File: config.mk
export PLATFORM = sky130hd
export DESIGN_NAME = irq_pend_agg
export DESIGN_NICKNAME = d
export VERILOG_FILES = /design/src/rtl/irq_agg_pkg.sv /design/src/rtl/irq_src_slot.sv /design/src/rtl/irq_pend_count.sv /design/src/rtl/irq_vec_select.sv /design/src/rtl/irq_pend_agg.sv
export SDC_FILE = /design/constraint.sdc
export NUM_CORES = 1
export LEC_CHECK = 0
export BUFFER_PORTS_ARGS = -buffer_cell sky130_fd_sc_hd__clkbuf_2
export CORE_ASPECT_RATIO = 1.25
export CORE_MARGIN = 3
export CORE_UTILIZATION = 47
export CTS_CLUSTER_SIZE = 40
export DETAILED_ROUTE_END_ITERATION = 16
export GPL_TIMING_DRIVEN = 1
export PLACE_DENSITY = 0.7
export RECOVER_POWER = 25
export SLEW_MARGIN = 25
export SYNTH_ARGS = -nofsm -noshare
export SYNTH_HDL_FRONTEND = slang
export SYNTH_SLANG_ARGS = --single-unit
export TNS_END_PERCENT = 20
File: constraint.sdc
create_clock -name clk -period 7 [get_ports clk]
set_clock_uncertainty 0.2 [all_clocks]
set_input_delay 1.05 -clock clk [delete_from_list [all_inputs] [get_ports clk]]
set_output_delay 1.05 -clock clk [all_outputs]
set_load 0.1 [all_outputs]
File: src/rtl/irq_agg_pkg.sv
package irq_agg_pkg;
    localparam int MASK_W = 4;
    localparam logic [MASK_W-1:0] MASK_ALL = 4'hF;
endpackage

File: src/rtl/irq_src_slot.sv
module irq_src_slot #(
    parameter int CNT_W    = 2,
    parameter int TOTAL    = 1,
    parameter bit RESERVED = 1'b0
) (
    input  logic clk,
    input  logic rst_n,
    input  logic level_i,
    input  logic up_i,
    input  logic dn_i,
    output logic pend_o,
    output logic rise_o,
    output logic fall_o
);
    localparam logic [CNT_W-1:0] TOT_C = CNT_W'(TOTAL);

    typedef struct packed {
        logic             asserted;
        logic [CNT_W-1:0] cnt;
        logic             pend;
    } slot_t;

    slot_t slot_d, slot_q;

    always_comb begin
        slot_d = slot_q;
        if (!RESERVED) begin
            slot_d.asserted = level_i;
            if (up_i && !dn_i && (slot_q.cnt != TOT_C)) begin
                slot_d.cnt = slot_q.cnt + 1'b1;
            end else if (dn_i && !up_i && (slot_q.cnt != '0)) begin
                slot_d.cnt = slot_q.cnt - 1'b1;
            end
            slot_d.pend = slot_d.asserted && (slot_d.cnt == TOT_C);
        end
    end

    always_ff @(posedge clk) begin
        if (!rst_n) begin
            slot_q <= '0;
        end else begin
            slot_q <= slot_d;
        end
    end

    assign pend_o = slot_q.pend;
    assign rise_o = slot_d.pend & ~slot_q.pend;
    assign fall_o = ~slot_d.pend & slot_q.pend;
endmodule

File: src/rtl/irq_pend_count.sv
module irq_pend_count #(
    parameter int NUM_SRC = 8,
    parameter int PCNT_W  = 4
) (
    input  logic               clk,
    input  logic               rst_n,
    input  logic [NUM_SRC-1:0] rise_i,
    input  logic [NUM_SRC-1:0] fall_i,
    output logic [PCNT_W-1:0]  cnt_o,
    output logic               irq_o
);
    typedef struct packed {
        logic [PCNT_W-1:0] cnt;
        logic              irq;
    } cnt_t;

    cnt_t st_d, st_q;

    always_comb begin
        st_d     = st_q;
        st_d.cnt = st_q.cnt + PCNT_W'($countones(rise_i)) - PCNT_W'($countones(fall_i));
        st_d.irq = (st_d.cnt != '0);
    end

    always_ff @(posedge clk) begin
        if (!rst_n) begin
            st_q <= '0;
        end else begin
            st_q <= st_d;
        end
    end

    assign cnt_o = st_q.cnt;
    assign irq_o = st_q.irq;
endmodule

File: src/rtl/irq_vec_select.sv
module irq_vec_select
    import irq_agg_pkg::*;
#(
    parameter int NUM_SRC = 8,
    parameter int VEC_W   = 12,
    parameter int unsigned VEC_CODE [NUM_SRC] = '{'h200, 'h220, 'h240, 'h260, 'h280, 'h2A0, 'h2C0, 'h2E0}
) (
    input  logic               clk,
    input  logic               rst_n,
    input  logic [NUM_SRC-1:0] pend_i,
    input  logic               query_i,
    input  logic [MASK_W-1:0]  mask_i,
    output logic               valid_o,
    output logic [VEC_W-1:0]   code_o
);
    typedef struct packed {
        logic             valid;
        logic [VEC_W-1:0] code;
    } sel_t;

    sel_t sel_d, sel_q;
    logic             hit;
    logic [VEC_W-1:0] hit_code;

    always_comb begin
        hit      = 1'b0;
        hit_code = '0;
        for (int i = NUM_SRC - 1; i >= 0; i--) begin
            if (pend_i[i]) begin
                hit      = 1'b1;
                hit_code = VEC_W'(VEC_CODE[i]);
            end
        end
    end

    always_comb begin
        sel_d = sel_q;
        if (query_i) begin
            if ((mask_i == MASK_ALL) || !hit) begin
                sel_d.valid = 1'b0;
                sel_d.code  = '0;
            end else begin
                sel_d.valid = 1'b1;
                sel_d.code  = hit_code;
            end
        end
    end

    always_ff @(posedge clk) begin
        if (!rst_n) begin
            sel_q <= '0;
        end else begin
            sel_q <= sel_d;
        end
    end

    assign valid_o = sel_q.valid;
    assign code_o  = sel_q.code;
endmodule

File: src/rtl/irq_pend_agg.sv
module irq_pend_agg
    import irq_agg_pkg::*;
#(
    parameter int NUM_SRC = 8,
    parameter int MAX_EN  = 3,
    parameter int VEC_W   = 12,
    parameter int unsigned REQ_TOTAL [NUM_SRC] = '{0, 1, 2, 3, 0, 1, 2, 1},
    parameter int unsigned VEC_CODE  [NUM_SRC] = '{'h200, 'h220, 'h240, 'h260, 'h280, 'h2A0, 'h2C0, 'h2E0}
) (
    input  logic               clk,
    input  logic               rst_n,
    input  logic [NUM_SRC-1:0] src_level,
    input  logic [NUM_SRC-1:0] en_up,
    input  logic [NUM_SRC-1:0] en_dn,
    input  logic               query,
    input  logic [MASK_W-1:0]  mask_lvl,
    output logic               cpu_irq,
    output logic               vec_valid,
    output logic [VEC_W-1:0]   vec_code
);
    localparam int CNT_W  = $clog2(MAX_EN + 1);
    localparam int PCNT_W = $clog2(NUM_SRC + 1);

    logic [NUM_SRC-1:0] pend_vec;
    logic [NUM_SRC-1:0] rise_vec;
    logic [NUM_SRC-1:0] fall_vec;
    logic [PCNT_W-1:0]  pend_cnt;

    for (genvar g = 0; g < NUM_SRC; g++) begin : g_slot
        irq_src_slot #(
            .CNT_W   (CNT_W),
            .TOTAL   (int'(REQ_TOTAL[g])),
            .RESERVED(g == 0)
        ) u_slot (
            .clk    (clk),
            .rst_n  (rst_n),
            .level_i(src_level[g]),
            .up_i   (en_up[g]),
            .dn_i   (en_dn[g]),
            .pend_o (pend_vec[g]),
            .rise_o (rise_vec[g]),
            .fall_o (fall_vec[g])
        );
    end

    irq_pend_count #(
        .NUM_SRC(NUM_SRC),
        .PCNT_W (PCNT_W)
    ) u_count (
        .clk   (clk),
        .rst_n (rst_n),
        .rise_i(rise_vec),
        .fall_i(fall_vec),
        .cnt_o (pend_cnt),
        .irq_o (cpu_irq)
    );

    irq_vec_select #(
        .NUM_SRC (NUM_SRC),
        .VEC_W   (VEC_W),
        .VEC_CODE(VEC_CODE)
    ) u_sel (
        .clk    (clk),
        .rst_n  (rst_n),
        .pend_i (pend_vec),
        .query_i(query),
        .mask_i (mask_lvl),
        .valid_o(vec_valid),
        .code_o (vec_code)
    );
endmodule

After elaboration in Yosys (flattened, before gate mapping)
Cells that the tools add are included.
Word-level totals
  register bits: 39
  output and inout port bits: 14
  word-level logic and storage cells: 176
Operators by class
  add/sub/neg operators: 28
  equal/unequal tests: 13
  mux-type cells: 29
  bitwise logic cells: 28
  reduce and logical (&&, ||, !) cells: 60
Operators by type and width (count)
  $mux 10: 7
  $logic_and 1x1->1: 35
  $mux 2: 14
  $add 4x4->4: 5
  $logic_not 1->1: 15
  $add 2x1->2 const B: 7
  $and 1x1->1: 14
  $not 1->1: 14
  $reduce_bool 2->1: 7
  $sub 2x1->2 const B: 7
  $mux 13: 1
  $add 1x1->2: 6
  $add 1x4->4: 2
  $mux 1: 7
  $eq 2x1->1 const B: 3
  $eq 2x2->1 const B: 3
  $ne 2x1->1 const B: 3
  $ne 2x2->1 const B: 3
  $eq 4x4->1 const B: 1
  $reduce_bool 4->1: 1
  $sub 4x4->4: 1
  $logic_not 2->1: 1
  $logic_or 1x1->1: 1

Depth between registers and ports, before layout
Gate-level depths: netlist of run 1.
  word-level depth: 14
  gate-level depth with buffers: 19
  gate-level depth less buffers: 19

Hierarchy
From an unflattened synthesis of run 1, not the netlist that was laid out.
Unflattened totals
  cells, all modules: 273
  area, all modules: 2442.3 sq um
By module, submodules not included
  irq_pend_count: times used 1, cells each 60, area an instance 616.8 sq um, sequential area each 100.1 sq um
  irq_src_slot at g_slot[1].u_slot ...: times used 3, cells each 24, area an instance 203.9 sq um, sequential area each 60.1 sq um
  irq_src_slot at g_slot[2].u_slot ...: times used 2, cells each 25, area an instance 211.5 sq um, sequential area each 60.1 sq um
  irq_vec_select: times used 1, cells each 41, area an instance 354.1 sq um, sequential area each 100.1 sq um
  irq_src_slot at g_slot[3].u_slot: times used 1, cells each 24, area an instance 210.2 sq um, sequential area each 60.1 sq um
  irq_src_slot at g_slot[4].u_slot: times used 1, cells each 22, area an instance 200.2 sq um, sequential area each 60.1 sq um
  irq_src_slot at g_slot[0].u_slot: times used 1, cells each 4, area an instance 26.3 sq um, sequential area each 0.0 sq um

Least setup slack after synthesis of run 1
No wires, ideal clock.
  kind: input port to flip-flop
  start: in en_dn[7]
  end: reg u_count.st_q (netlist bit u_count.irq_o)
  arrival: 5.458 ns
  required time: 6.675 ns
  slack: 1.217 ns
  stages: 15
  path buffers: 0
  cell sequence: or4b_1 o2111a_1 a311oi_2 nor2b_1 ha_1 fa_1 fa_1 fa_1 inv_1 fa_1 ha_1 fa_1 xnor2_1 xnor2_1 o41a_1
Between the ends
  cells in the longest elaborated chain, start to end: 13
  elaborated cells on any way between the ends: 21
  classes of those cells: 8 x add/sub; 1 x eq/ne; 2 x mux; 3 x bitwise; 7 x reduce/logical
RTL lines
  start: declaration: RTL line irq_pend_agg.sv:14  | input logic [NUM_SRC-1:0] en_dn,
  $logic_and 1x1->1 or $logic_not 1->1 (tied branches): RTL line irq_src_slot.sv:31, irq_src_slot.sv:29
  $logic_and 1x1->1, on equally long branches: RTL line irq_src_slot.sv:31, irq_src_slot.sv:29
  $mux 2 or $logic_and 1x1->1 (tied branches): RTL line irq_src_slot.sv:31, irq_src_slot.sv:29
  $mux 2 (*): RTL line irq_src_slot.sv:29  | if (up_i && !dn_i && (slot_q.cnt != TOT_C)) begin
  $eq 2x1->1 (*): RTL line irq_src_slot.sv:34  | slot_d.pend = slot_d.asserted && (slot_d.cnt == TOT_C);
  $logic_and 1x1->1 (*): RTL line irq_src_slot.sv:34
  $and 1x1->1 or $not 1->1 (tied branches): RTL line irq_src_slot.sv:47, irq_src_slot.sv:48
  $add 1x1->2 (not written as such) or $and 1x1->1 (tied branches): RTL line irq_pend_count.sv:21, irq_src_slot.sv:48
  $add 4x4->4 (not written as such) or $add 1x1->2 (tied branches): RTL line irq_pend_count.sv:21  | st_d.cnt = st_q.cnt + PCNT_W'($countones(rise_i)) - PCNT_W'($countones(fall_i));
  $add 4x4->4 (not written as such): RTL line irq_pend_count.sv:21
  $add 4x4->4: RTL line irq_pend_count.sv:21
  $sub 4x4->4 (*): RTL line irq_pend_count.sv:21
  $reduce_bool 4->1 (*): RTL line irq_pend_count.sv:22  | st_d.irq = (st_d.cnt != '0);
  end signal: assignment: RTL line irq_pend_count.sv:29  | st_q <= st_d;
  end: declaration: RTL line irq_pend_count.sv:17  | cnt_t st_d, st_q;
Every way passes the cells marked *; elsewhere a longest branch is shown, timed or not.
A chain may end at the register's enable or synchronous reset.

Worst setup path in the final report of run 1
Same ends and word-level chain as after synthesis.

==> metrics.md, run 1 <==
| Metric | Value |
|---|---|
| Number of global-route vias before repair | `1697` |
| VDD IR max | `0.1136 mV` |
| CTS tree | `built` |
| Largest net degree at the start of global routing | `21` |
| H-tree depth | `2` |
| Chip Width | `68.97 µm` |
| Ant diodes | `0` |
| Hold Path Class | `reg2reg` |
| Final nets | `365` |
| Setup slack after layout | `1198 ps` |
| Vias per cell | `5.192` |
| Top_reg_cell synth | `dfxtp_1` |
| Area delta synth->final | `12.08%` |
| Vias | `1869` |
| PwrDens | `292.6 mW/mm²` |
| Status | `finished, final reports clean` |
| Netlist cell types | `51` |
| Root Driver | `clkbuf_8` |
| Most frequent cells in the layout | `clkbuf_2, inv_1, dfxtp_1, nor2_1, ha_1` |
| Final hold vios | `0` |
| Maximum clock frequency | `0.1724 GHz` |
| Latest clock arrival within the worst-skew pair | `280 ps` |
| Crit Reg-Reg Startpoint | `g_slot[7].u_slot.slot_q[1]` |
| Core region area | `0.004765 mm²` |
| Average size of a mapped cell | `8.825 µm²` |
| Pins Over Slew Limit | `0` |
| Post-cts resize count | `0` |
| Worst Setup End Kind | `flip-flop` |
| Initial DRC count | `65` |
| Setup_tns | `0 ps` |
| TritonCTS Buffers | `5` |
| Total leakage power | `1.159 nW` |
| Clock buffer depth | `2` |
| Commonest non-fill, non-tap cell in the layout | `clkbuf_2` |
| Register area share after synthesis | `0.2664` |
| Crit-path cells | `clkbuf_2 > or4b_1 > o2111a_1 > a311oi_2 > nor2b_1 > ha_1 > fa_1 > fa_1 > fa_1 > inv_1 > fa_1 > ha_1 > fa_1 > xnor2_1 > xnor2_1 > o41a_1` |
| Final wirelength | `3997 µm` |
| Initial Utilization | `0.4890` |
| Hold path start | `u_sel.code_o[9]` |
| Post-Syn Instances | `264` |
| Worst path slowest cell | `fa_1` |
| Period utilization | `0.8289` |
| Place WS | `859.3 ps` |
| Port bufs | `33` |
| CP bufs+invs | `2` |
| Crit-path max FO | `8` |
| CP required | `6970 ps` |
| Clk sink count | `31` |
| Die ar. | `0.005843 mm²` |
| Post-route antenna net violation count | `0` |
| Flops & latches, synth | `31` |
| Async S/R FF share, synth | `0` |
| GRT Overall Usage | `0.1514` |
| HPWL after detailed placement | `3260 µm` |
| Worst-Margin Slew | `649.0 ps` |
| Post-CTS setup buffers | `0` |
| Slew headroom | `0.5669` |
| # rows | `28` |
| Maxcap violations | `0` |
| Final setup fails | `0` |
| DRC viols | `0` |
| Most frequent CP cell | `fa_1` |
| DR pass1 iterations | `4` |
| Crit path from | `en_dn[7]` |
| Hold buffers post-CTS | `0` |
| Cell family with most CP delay | `adder cells` |
| CP arrival | `5770 ps` |
| Die Height | `84.72 µm` |
| Congestion Overflow GR | `0` |
| Antenna violations before repair | `0` |
| EDFF count, synth | `0` |
| Post-layout min period | `5802 ps` |
| Synth Cell Area | `0.002330 mm²` |
| Final GP Congestion | `0.7548` |
| Per-cell routed wire length | `11.10 µm` |
| Crit path launch type | `primary input` |
| RSZ-0062 raised after global routing | `no` |
| I/O pin cnt | `45` |
| Register clock-pin slew on the reported worst setup and hold paths | `70 ps` |
| Slowest stage delay, CP | `550 ps` |
| First-pass GRT wire length | `6782 µm` |
| CP Class | `in2reg` |
| Share of cells above drive strength 1 | `0.1467` |
| Yosys warning count | `0` |
==> cells by family (layout without fill, tap and decap cells) <==
kind of cell	after synthesis	count (layout)	synth area share
xor gates and xnor gates	10	10	0.03760
muxes	2	2	0.008593
and+or+nand+nor	98	98	0.2465
other	1	8	0.001610
DFF	31	31	0.2664
buffers and inverters	46	75	0.08700
adders and majority gates	34	34	0.2180
AOI/OAI and AO/OA	42	42	0.1343
==> layout make-up <==
class | instances | area (µm²)
Fill cell | 466 | 2153
Multi-Input combinational cell | 194 | 1533
Sequential cell | 31 | 620.6
Timing Repair Buffer | 33 | 163.9
Inverter | 35 | 131.4
Clock buffer | 6 | 82.58
Tap cell | 60 | 75.07
Clock inverter | 1 | 5.005
==> path summary, 6_finish.rpt <==
kind,to,slack [ps],depth (start not counted)
min,u_sel.code_o[9],260,2
min reg2reg,u_sel.code_o[9],260,2
max reg2reg,u_count.irq_o,1440,17
max,u_count.irq_o,1200,16
==> worst reg2reg max path: stages, from the launching register on <==
cell	delay (ps)
dfxtp_1	410
inv_1	60
ha_1	230
or4b_1	500
o2111a_1	160
a311oi_2	290
nor2b_1	90
ha_1	310
fa_1	450
fa_1	510
fa_1	550
inv_1	50
fa_1	450
ha_1	220
fa_1	380
xnor2_1	190
xnor2_1	100
o41a_1	300
==> power breakdown <==
group          internal (mW)  switching [mW]  leakage (nW)
Clock                 0.0769          0.0615        0.0470
Combinational          0.171           0.224         0.857
Sequential             0.209          0.0215         0.255
Total                  0.457           0.307          1.16
==> Yosys cell counts, types with 7 or more instances <==
cell type	n	area, µm²
dfxtp_1	31	620.6
inv_1	31	116.4
nor2_1	24	90.09
ha_1	23	287.8
nor2b_1	15	93.84
a21oi_1	11	55.05
and2_1	11	68.82
fa_1	11	220.2
nor3b_1	10	75.07
xnor2_1	9	78.83
buf_4	8	60.06
nand2_1	7	26.28
==> flip-flops by register name, summed over array words and instances (netlist names) <==
register              flops
u_count.cnt_o             4
g_slot.u_slot.slot_q     14
g_slot.u_slot.pend_o      7
u_sel.code_o              4
u_count.irq_o             1
u_sel.valid_o             1
==> per-stage QoR <==
stage | hold WS [ps] | power [mW] | utilization | instances | area (µm²)
after global placement | 244.8 | 0.6273 | 0.5299 | 353 | 2525
final | 261.9 | 0.7640 | 0.5481 | 360 | 2611
after floorplan | 248.6 | 0.5640 | - | 271 | 2356
after detailed placement | 252.9 | 0.6368 | 0.5299 | 353 | 2525
after CTS | 262.2 | 0.7796 | 0.5483 | 360 | 2613
after global routing | 307.0 | 0.8377 | 0.5481 | 360 | 2611
==> per-layer routing <==
layer | GRT usage | vias up | part of all wire
li1 | - | 963 | -
met1 | 0.1796 | 877 | 0.43
met2 | 0.2561 | 27 | 0.53
met3 | 0.03213 | 2 | 0.030
met4 | 0.06383 | 0 | 0.013
met5 | 0 | - | 0
Note: power is estimated with default switching activity, not from simulation.
==> run 2, diff against run 1 <==
--- a/config.mk
+++ b/config.mk
@@ -5,6 +5,7 @@
 export SDC_FILE = /design/constraint.sdc
 export NUM_CORES = 1
 export LEC_CHECK = 0
+export ABC_AREA = 1
 export BUFFER_PORTS_ARGS = -buffer_cell sky130_fd_sc_hd__clkbuf_2
 export CORE_ASPECT_RATIO = 1.25
 export CORE_MARGIN = 3
@@ -12,7 +13,7 @@
 export CTS_CLUSTER_SIZE = 40
 export DETAILED_ROUTE_END_ITERATION = 16
 export GPL_TIMING_DRIVEN = 1
-export PLACE_DENSITY = 0.7
+export PLACE_DENSITY = 0.72
 export RECOVER_POWER = 25
 export SLEW_MARGIN = 25
 export SYNTH_ARGS = -nofsm -noshare
==> constraint.sdc (replaced) <==
create_clock -name clk -period 5.1 [get_ports clk]
set_clock_uncertainty 0.2 [all_clocks]
set_input_delay 0.765 -clock clk [delete_from_list [all_inputs] [get_ports clk]]
set_output_delay 0.765 -clock clk [all_outputs]
set_load 0.1 [all_outputs]
==> metrics.md, run 2 <==
| Metric | Value |
|---|---|
| Status | `finished, final reports clean` |
| # rows | `27` |
| Area share of the largest cell type after synthesis | `0.2699` |
| Netlist cell types | `27` |
| Root Driver | `clkbuf_8` |
| Cell area after layout | `0.002756 mm²` |
| Register with the most flip-flops | `g_slot.u_slot.slot_q` |
| Final GP Congestion | `0.7649` |
| Slowest stage delay, CP | `570 ps` |
| Synth top area cells | `dfxtp_1, ha_1, nand2_1` |
| Top_reg_cell synth | `dfxtp_1` |
| VDD IR max | `0.5207 mV` |
| Final nets | `429` |
| Initial DRC count | `47` |
| Vias per cell | `4.716` |
| Commonest non-fill, non-tap cell in the layout | `nand2_1` |
| Period utilization | `0.9655` |
| Final wirelength | `4050 µm` |
| Antenna violations before repair | `0` |
| Worst Setup End Kind | `flip-flop` |
| Average size of a mapped cell | `7.301 µm²` |
| Total leakage power | `1.448 nW` |
| Synth Area in Simple Gates | `0.3128` |
| Maxcap violations | `0` |
| Hold buffers post-CTS | `0` |
| HPWL after detailed placement | `3286 µm` |
| Chip Width | `68.57 µm` |
| Yosys top cell by area | `dfxtp_1` |
| Post-layout min period | `4924 ps` |
| Die ar. | `0.005774 mm²` |
| CP Class | `reg2reg` |
| Vias | `1995` |
| Final setup fails | `0` |
| Ant diodes | `0` |
| Congestion Overflow GR | `0` |
| Compound-Gate Fraction of Synth Area | `0.05332` |
| Crit-path max FO | `3` |
| EDFF count, synth | `0` |
| RSZ-0062 raised after global routing | `yes` |
| Number of fill cells | `440` |
| Post-Syn Instances | `315` |
| First-pass GRT wire length | `6706 µm` |
| H-tree depth | `2` |
| Most frequent cells in the layout | `nand2_1, inv_1, nor2_1, clkbuf_2, dfxtp_1` |
| Most frequent CP cell | `fa_2` |
| GRT Overall Usage | `0.1474` |
| Latest clock arrival within the worst-skew pair | `280 ps` |
| Crit path launch type | `flip-flop` |
| TritonCTS Buffers | `5` |
| Die Height | `84.21 µm` |
| Register area share after synthesis | `0.2699` |
| DR pass1 iterations | `4` |
| Yosys warning count | `0` |
| Cell family with most CP delay | `adder cells` |
| Core region area | `0.004561 mm²` |
| Clock buffer depth | `2` |
| Synth Cell Area | `0.002300 mm²` |
| Maximum clock frequency | `0.2031 GHz` |
| XOR/XNOR Fraction of Synth Area | `0.01143` |
| Initial Utilization | `0.5043` |
| Hold Path Class | `reg2reg` |
| PwrDens | `402.1 mW/mm²` |
| Placed insts | `414` |
| DRC viols | `0` |
| Final cell count without fillers | `423` |
| Adder-cell share of the synthesized area | `0.2209` |
| Worst-Margin Slew | `844.6 ps` |
| DP Area | `0.002576 mm²` |
| CTS tree | `built` |
| CP bufs+invs | `3` |
| CP arrival | `4890 ps` |
| Per-cell routed wire length | `9.574 µm` |
| Largest family of logic cells by synthesized area | `simple AND/OR/NAND/NOR gates` |
| Mux cell area share after synthesis | `0` |
| I/O pin cnt | `45` |
| Async S/R FF share, synth | `0` |
| Final hold vios | `0` |
| Register clock-pin slew on the reported worst setup and hold paths | `60 ps` |
| Synth cell count leaders | `nand2_1, inv_1, nor2_1, dfxtp_1, ha_1` |
| Worst path slowest cell | `fa_2` |
| Post-route antenna net violation count | `0` |
| Number of global-route vias before repair | `1785` |
| CP required | `5060 ps` |
| Pins Over Slew Limit | `0` |
| Slew headroom | `0.4363` |
| Flops & latches, synth | `31` |
| Area delta synth->final | `19.86%` |
| Clk sink count | `31` |
| Port bufs | `33` |
| Most frequent cell after synthesis | `nand2_1` |
| Crit-path cells | `inv_1 > ha_1 > inv_1 > nand3_2 > nand3_1 > nand3_2 > nor2_4 > nor2_1 > ha_1 > fa_2 > inv_2 > fa_2 > fa_2 > fa_2 > ha_4 > fa_2 > xor2_1 > nand2_1 > a21oi_2 > o21ai_1` |
| Share of cells above drive strength 1 | `0.2932` |
| Number of flip-flops in the largest register | `14` |
| Largest net degree at the start of global routing | `27` |
-- run 2: cell types whose count changed after synthesis, sizes merged, moves of 4 or more --
cell and change:
nand2 +62, inv +27, nor2 +23, nand3 +21
nor2b -15, and2 -11, nor3b -10, xnor2 -8
or4b -4
-- run 2: what timing repair did --
action,in CTS,in global routing
resized for setup,1,32
setup buffers,0,1
pin swaps,1,27
setup endpoints to repair,1,2
cloned,0,0
-- run 2: worst min-delay path, stage by stage, from the launching register on --
cell and delay, ps:
dfxtp_1 310, nand2_1 60, a21oi_1 50
-- run 2: path summary, 6_finish.rpt --
check / endpoint / depth (start not counted) / startpoint / slack (ps)
max reg2reg: u_count.irq_o / 20 / g_slot[3].u_slot.slot_q[1] / 180
min: u_sel.code_o[5] / 2 / u_sel.code_o[5] / 260
min reg2reg: u_sel.code_o[5] / 2 / u_sel.code_o[5] / 260
max: u_count.irq_o / 20 / g_slot[3].u_slot.slot_q[1] / 180
-- run 2: cells by family after synthesis --
| kind of cell | Yosys count |
|---|---|
| and+or+nand+nor | 155 |
| buffers and inverters | 71 |
| adders and majority gates | 34 |
| DFF | 31 |
| AOI/OAI and AO/OA | 20 |
| xor gates and xnor gates | 3 |
| other | 1 |
-- run 2: layout make-up --
| type | count | area (µm²) | share of cell area |
|---|---|---|---|
| Inverter | 61 | 231.5 | 0.08398 |
| Multi-Input combinational cell | 220 | 1480 | 0.5370 |
| Timing Repair Buffer | 45 | 265.3 | 0.09623 |
| Tap cell | 58 | 72.57 | 0.02633 |
| Clock buffer | 7 | 76.32 | 0.02769 |
| Clock inverter | 1 | 5.005 | 0.001816 |
| Sequential cell | 31 | 625.6 | 0.2270 |
-- run 2: layer usage --
layer	track usage	part of all wire	routed length, µm
met5	0	0	0
met4	0.04882	0.010	42
met3	0.04016	0.048	194
met2	0.2598	0.51	2084
met1	0.1647	0.43	1728
-- run 2: power by group --
group          internal (mW)  total [mW]  switching [mW]
Combinational          0.268       0.625           0.357
Clock                 0.0955       0.181          0.0860
Sequential             0.281       0.302          0.0207
Total                  0.644        1.11           0.464
-- run 2: per-stage QoR --
stage	power, mW	util	hold WS, ps	setup WS (ps)	TNS [ps]
2_1_floorplan	0.7328	-	284.1	97.52	0
3_3_place_gp	0.8285	0.5649	254.3	-198.3	-339.5
3_5_place_dp	0.8381	0.5649	257.6	-268.6	-479.0
4_1_cts	1.037	0.5835	267.5	25.08	0
5_1_grt	1.225	0.6044	279.6	-52.97	-60.88
6_report	1.108	0.6044	263.4	175.7	0
